## config.mk

```make
export PLATFORM = sky130hd
export DESIGN_NAME = nvsram_store_ctrl
export DESIGN_NICKNAME = d
export VERILOG_FILES = /design/src/rtl/nvs_pkg.sv /design/src/rtl/nvs_sync.sv /design/src/rtl/nvs_dirty.sv /design/src/rtl/nvs_store_fsm.sv /design/src/rtl/nvsram_store_ctrl.sv
export SDC_FILE = /design/constraint.sdc
export NUM_CORES = 1
export LEC_CHECK = 0
export ABC_CLOCK_PERIOD_IN_PS = 1600
export BUFFER_PORTS_ARGS = -buffer_cell sky130_fd_sc_hd__buf_2
export CAP_MARGIN = 15
export CORE_AREA = 2 2 39 41
export CTS_CLUSTER_SIZE = 12
export DETAILED_ROUTE_END_ITERATION = 10
export DIE_AREA = 0 0 41 43
export SLEW_MARGIN = 20
export SYNTH_ARGS = -nofsm -noshare
export SYNTH_HDL_FRONTEND = slang
export SYNTH_SLANG_ARGS = --single-unit
```

## constraint.sdc

```tcl
create_clock -name clk -period 1.6 [get_ports clk]
set_clock_uncertainty 0.05 [all_clocks]
set_input_delay 0.16 -clock clk [delete_from_list [all_inputs] [get_ports clk]]
set_output_delay 0.16 -clock clk [all_outputs]
set_load 0.01 [all_outputs]
```

## src/rtl/nvs_pkg.sv

```systemverilog
package nvs_pkg;
  typedef enum logic [1:0] {
    ST_IDLE         = 2'd0,
    ST_STORE_BUSY   = 2'd1,
    ST_WAIT_RELEASE = 2'd2
  } nvs_state_e;
endpackage

```

## src/rtl/nvs_sync.sv

```systemverilog
// Multi-stage level synchronizer for an asynchronous input.
module nvs_sync #(
  parameter int   STAGES  = 2,
  parameter logic RST_VAL = 1'b1
) (
  input  logic clk,
  input  logic rst,
  input  logic d_i,
  output logic q_o
);
  logic [STAGES-1:0] shreg;

  always_ff @(posedge clk) begin
    if (rst) shreg <= {STAGES{RST_VAL}};
    else     shreg <= {shreg[STAGES-2:0], d_i};
  end

  assign q_o = shreg[STAGES-1];
endmodule

```

## src/rtl/nvs_dirty.sv

```systemverilog
// Tracks whether the SRAM holds data newer than the shadow copy.
module nvs_dirty (
  input  logic clk,
  input  logic rst,
  input  logic set_i,
  input  logic clr_i,
  output logic dirty_o
);
  always_ff @(posedge clk) begin
    if (rst)        dirty_o <= 1'b0;
    else if (set_i) dirty_o <= 1'b1;   // a newer write outranks a clear
    else if (clr_i) dirty_o <= 1'b0;
  end
endmodule

```

## src/rtl/nvs_store_fsm.sv

```systemverilog
// Store sequencer: request detection, programming delay, lockout until release.
module nvs_store_fsm
  import nvs_pkg::*;
#(
  parameter int STORE_CYCLES = 16
) (
  input  logic clk,
  input  logic rst,
  input  logic line_hi_i,
  input  logic pfail_i,
  input  logic vlow_i,
  input  logic ext_store_i,
  input  logic wr_req_i,
  input  logic dirty_i,
  output logic pull_o,
  output logic done_o,
  output logic access_en_o,
  output logic wr_en_o
);
  localparam int CNT_W = (STORE_CYCLES > 1) ? $clog2(STORE_CYCLES) : 1;
  localparam logic [CNT_W-1:0] CNT_LAST = CNT_W'(STORE_CYCLES - 1);

  nvs_state_e state_q, state_d;
  logic [CNT_W-1:0] cnt_q, cnt_d;
  logic trigger;

  // A peer low is a request. A local power fail bypasses the low-voltage gate.
  assign trigger = pfail_i | (ext_store_i & ~vlow_i) | ~line_hi_i;

  always_comb begin
    state_d = state_q;
    cnt_d   = cnt_q;
    unique case (state_q)
      ST_IDLE: begin
        if (trigger) begin
          if (dirty_i) begin
            state_d = ST_STORE_BUSY;
            cnt_d   = CNT_LAST;
          end else begin
            state_d = ST_WAIT_RELEASE;
          end
        end
      end
      ST_STORE_BUSY: begin
        if (cnt_q == '0) state_d = ST_WAIT_RELEASE;
        else             cnt_d   = cnt_q - 1'b1;
      end
      ST_WAIT_RELEASE: begin
        // The block's own pull-down must not be mistaken for a peer holding the line.
        if (line_hi_i && !pull_o) state_d = ST_IDLE;
      end
      default: state_d = ST_IDLE;
    endcase
  end

  always_ff @(posedge clk) begin
    if (rst) begin
      state_q     <= ST_IDLE;
      cnt_q       <= '0;
      pull_o      <= 1'b0;
      done_o      <= 1'b0;
      access_en_o <= 1'b1;
      wr_en_o     <= 1'b0;
    end else begin
      state_q     <= state_d;
      cnt_q       <= cnt_d;
      pull_o      <= (state_d == ST_STORE_BUSY) ||
                     ((state_d == ST_WAIT_RELEASE) && pfail_i);
      done_o      <= (state_q == ST_STORE_BUSY) && (cnt_q == '0);
      access_en_o <= (state_d == ST_IDLE);
      wr_en_o     <= wr_req_i && !vlow_i && (state_d == ST_IDLE);
    end
  end
endmodule

```

## src/rtl/nvsram_store_ctrl.sv

```systemverilog
// Top: shared-line synchronizer, dirty tracking and store sequencing.
module nvsram_store_ctrl #(
  parameter int STORE_CYCLES = 16,
  parameter int SYNC_STAGES  = 2
) (
  input  logic clk,
  input  logic rst,
  input  logic req_n_i,
  input  logic pfail_i,
  input  logic vlow_i,
  input  logic ext_store_i,
  input  logic wr_req_i,
  input  logic recall_done_i,
  output logic req_pull_o,
  output logic wr_en_o,
  output logic access_en_o,
  output logic store_done_o
);
  logic line_hi;
  logic dirty;

  nvs_sync #(.STAGES(SYNC_STAGES), .RST_VAL(1'b1)) u_sync (
    .clk (clk),
    .rst (rst),
    .d_i (req_n_i),
    .q_o (line_hi)
  );

  nvs_dirty u_dirty (
    .clk     (clk),
    .rst     (rst),
    .set_i   (wr_en_o),
    .clr_i   (store_done_o | recall_done_i),
    .dirty_o (dirty)
  );

  nvs_store_fsm #(.STORE_CYCLES(STORE_CYCLES)) u_fsm (
    .clk         (clk),
    .rst         (rst),
    .line_hi_i   (line_hi),
    .pfail_i     (pfail_i),
    .vlow_i      (vlow_i),
    .ext_store_i (ext_store_i),
    .wr_req_i    (wr_req_i),
    .dirty_i     (dirty),
    .pull_o      (req_pull_o),
    .done_o      (store_done_o),
    .access_en_o (access_en_o),
    .wr_en_o     (wr_en_o)
  );
endmodule

```

==> metrics.yaml <==
clock_network:
  ctsHoldBuffers: 0
  root_buffer: "clkbuf_4"
  cts_buffer_depth: 2
  htree_num_levels: 1
  cts_resized: 0
  clk_latency_ns: 0.27
  tritoncts: "yes"
  cts_sinks: 13
  clk_pin_slew_ns: 0.07
  post-cts-setup-buffers: 0
  cts_made_buffers: 3
final_layout:
  drive_above_1_share: 0.352
  nets: 81
  diodes: 0
  final_common_cell: "dfxtp_1"
  fin_util: 0.478
  areaGrowthSynthToFinish_pct: 17.3
  final_cell_mix: "13 x dfxtp_1, 11 x buf_2, 6 x nor2_1"
run_status:
  status: "finished clean"
synth:
  synth_top_cell_by_area: "dfxtp_1"
  synthTopCellsByArea: "dfxtp_1 46%, a21oi_1 4.4%, nor2_1 4.0%, a211oi_4 3.5%, nand2b_1 3.3%"
  synthAdderAreaFrac: 0.0222
  yosysWarnings: 0
  synth.avg_cell_area_sq_um: 9.90
  synth_top_family_by_area: "simple AND/OR/NAND/NOR gates"
  syn-instance-count: 57
  synth_top_cell_area_share: 0.461
  synth-seq-area-share: 0.461
  synth_compound_area_frac: 0.182
  synth_xor_area_frac: 0
  yosysUniqueCellTypes: 27
  synth_mux_area_frac: 0.0177
  synthSimpleGateAreaFrac: 0.290
  synthesis.area_sq_um: 564
  ys_ff_latch: 13
  synth_nets: 66
detailed_routing:
  via_per_inst: 5.11
  routed_wl_mm: 1.05
  detail-route-antenna-nets: 0
  drt_iter0_drc: 2
  vias: 445
  drt-pass1-iter-count: 3
  wl_per_cell_microns: 12.0
  route.detailed.drc: 0
die:
  core_area_sq_um: 1380
  io_pins: 12
  die_x_microns: 41
  dieArea_sq_um: 1760
  core.rowCount: 14
  initial_core_util: 0.408
  die_h_microns: 43
worst_hold_path:
  hold_class: "primary input to flip-flop"
sta:
  setup_viol: 0
  hold_violations: 0
  slew_headroom: 0.814
  min_period_ns: 1.47
  worst_pin_slew_ns: 0.275
  fin_setup_tns_ns: 0
  period_share: 0.920
  fmax_ghz: 0.680
  drv_slew: 0
  rsz0062_at_grt: "false"
power:
  cellLeakagePower_nw: 0.261
  irDropWorstVdd_uv: 553
  powerDensity_nw_per_um2: 938
job:
  drv_cap: 0
global_routing:
  grt_pass1_wl_mm: 1.82
  grt_use_total: 0.161
  grt_overflow: 0
  grt_start_max_net_pins: 14
  antenna_found_initial: 0
  grt_pass1_vias: 447
worst_setup_path:
  crit_type: "flip-flop to flip-flop"
  cp.arrival_ns: 1.61
  worstPathRequired_ns: 1.74
  cp-start-kind: "flip-flop"
  crit_fanout: 4
  critPathCaptureType: "flip-flop"
place:
  dpl.hpwl_microns: 783
  port_buffers: 11
  place_congestion: 0.764
## routing by layer
layer / GRT usage / up-vias / part of all wire
met1: 0.170 / 206 / 0.44
met2: 0.253 / 13 / 0.48
met5: 0 / - / 0
met4: 0.0600 / 0 / 0.0086
met3: 0.0942 / 2 / 0.068
li1: - / 224 / -
## registers in the layout, summed over array words and instances, names as in the netlist
name	cells
u_fsm.cnt_q	4
u_sync.shreg	2
u_fsm.wr_en_o	1
u_dirty.dirty_o	1
u_fsm.access_en_o	1
u_fsm.done_o	1
u_fsm.pull_o	1
u_fsm.state_q	2
## kinds of logic (layout without fill, tap and decap cells)
family                   count (synthesis)  count (layout)
buffers and inverters                    4              18
adder cells (fa/ha/maj)                  1               1
flip-flops                              13              13
AO/OA/AOI/OAI                           13              13
AND/OR/NAND/NOR                         25              25
multiplexers                             1               1
## area by class of cell
class	count	area, sq um
clock buffer	4	26.3
fill	149	722
inverter	3	11.3
multi-input combinational	40	289
sequential	13	260
tap	16	20.0
timing repair buffer	11	55.1
## stage by stage
step	cells	worst slack, ns	hold WS (ns)	area, sq um	power, mW
final	87	0.128	0.0148	662	0.621
after global routing	87	0.00203	0.00297	662	0.661
after detailed placement	83	0.140	0.297	636	0.432
after floorplan	57	0.254	0.187	564	0.407
after CTS	87	0.117	0.00704	662	0.634
after global placement	83	0.184	0.295	636	0.431
## path summary, 6_finish.rpt
| path | startpoint | endpoint | slack, ns | cells after the start |
|---|---|---|---|---|
| hold reg to reg | u_sync.shreg[0] | u_sync.shreg[1] | 0.36 | 1 |
| setup reg to reg | u_fsm.cnt_q[0] | u_fsm.cnt_q[1] | 0.13 | 6 |
| hold / removal | req_n_i | u_sync.shreg[0] | 0.01 | 2 |
| setup / recovery | u_fsm.cnt_q[0] | u_fsm.cnt_q[1] | 0.13 | 6 |
## Yosys cell counts
cell type and instances:
nand2_1 4, and3b_1 1, a21oi_1 5, a211oi_4 1, nor2_2 1, dfxtp_1 13
nor2_1 6, a21o_1 1, nor4_2 1, ha_1 1, o2bb2ai_1 1, nor2b_2 2
nor2b_1 1, inv_1 3, a21oi_2 1, o21ai_1 1, nor3b_2 1, nand2b_1 3
o22ai_1 1, or2_2 2, nor4b_1 1, a221oi_2 1, clkbuf_1 1, nand2b_4 1
mux2i_1 1, a31oi_1 1, nand4b_1 1
## where the power goes
| part | switching (mW) | internal (mW) |
|---|---|---|
| combinational | 0.0385 | 0.0366 |
| sequential | 0.0116 | 0.337 |
| clock | 0.100 | 0.0966 |
## worst max-delay path, cell delays in order, from the launching register on
cell,delay (ns)
dfxtp_1,0.36
inv_1,0.07
ha_1,0.23
nor3b_2,0.18
nor2_2,0.19
a21oi_2,0.08
a221oi_2,0.21
(Power assumes the default switching activity.)
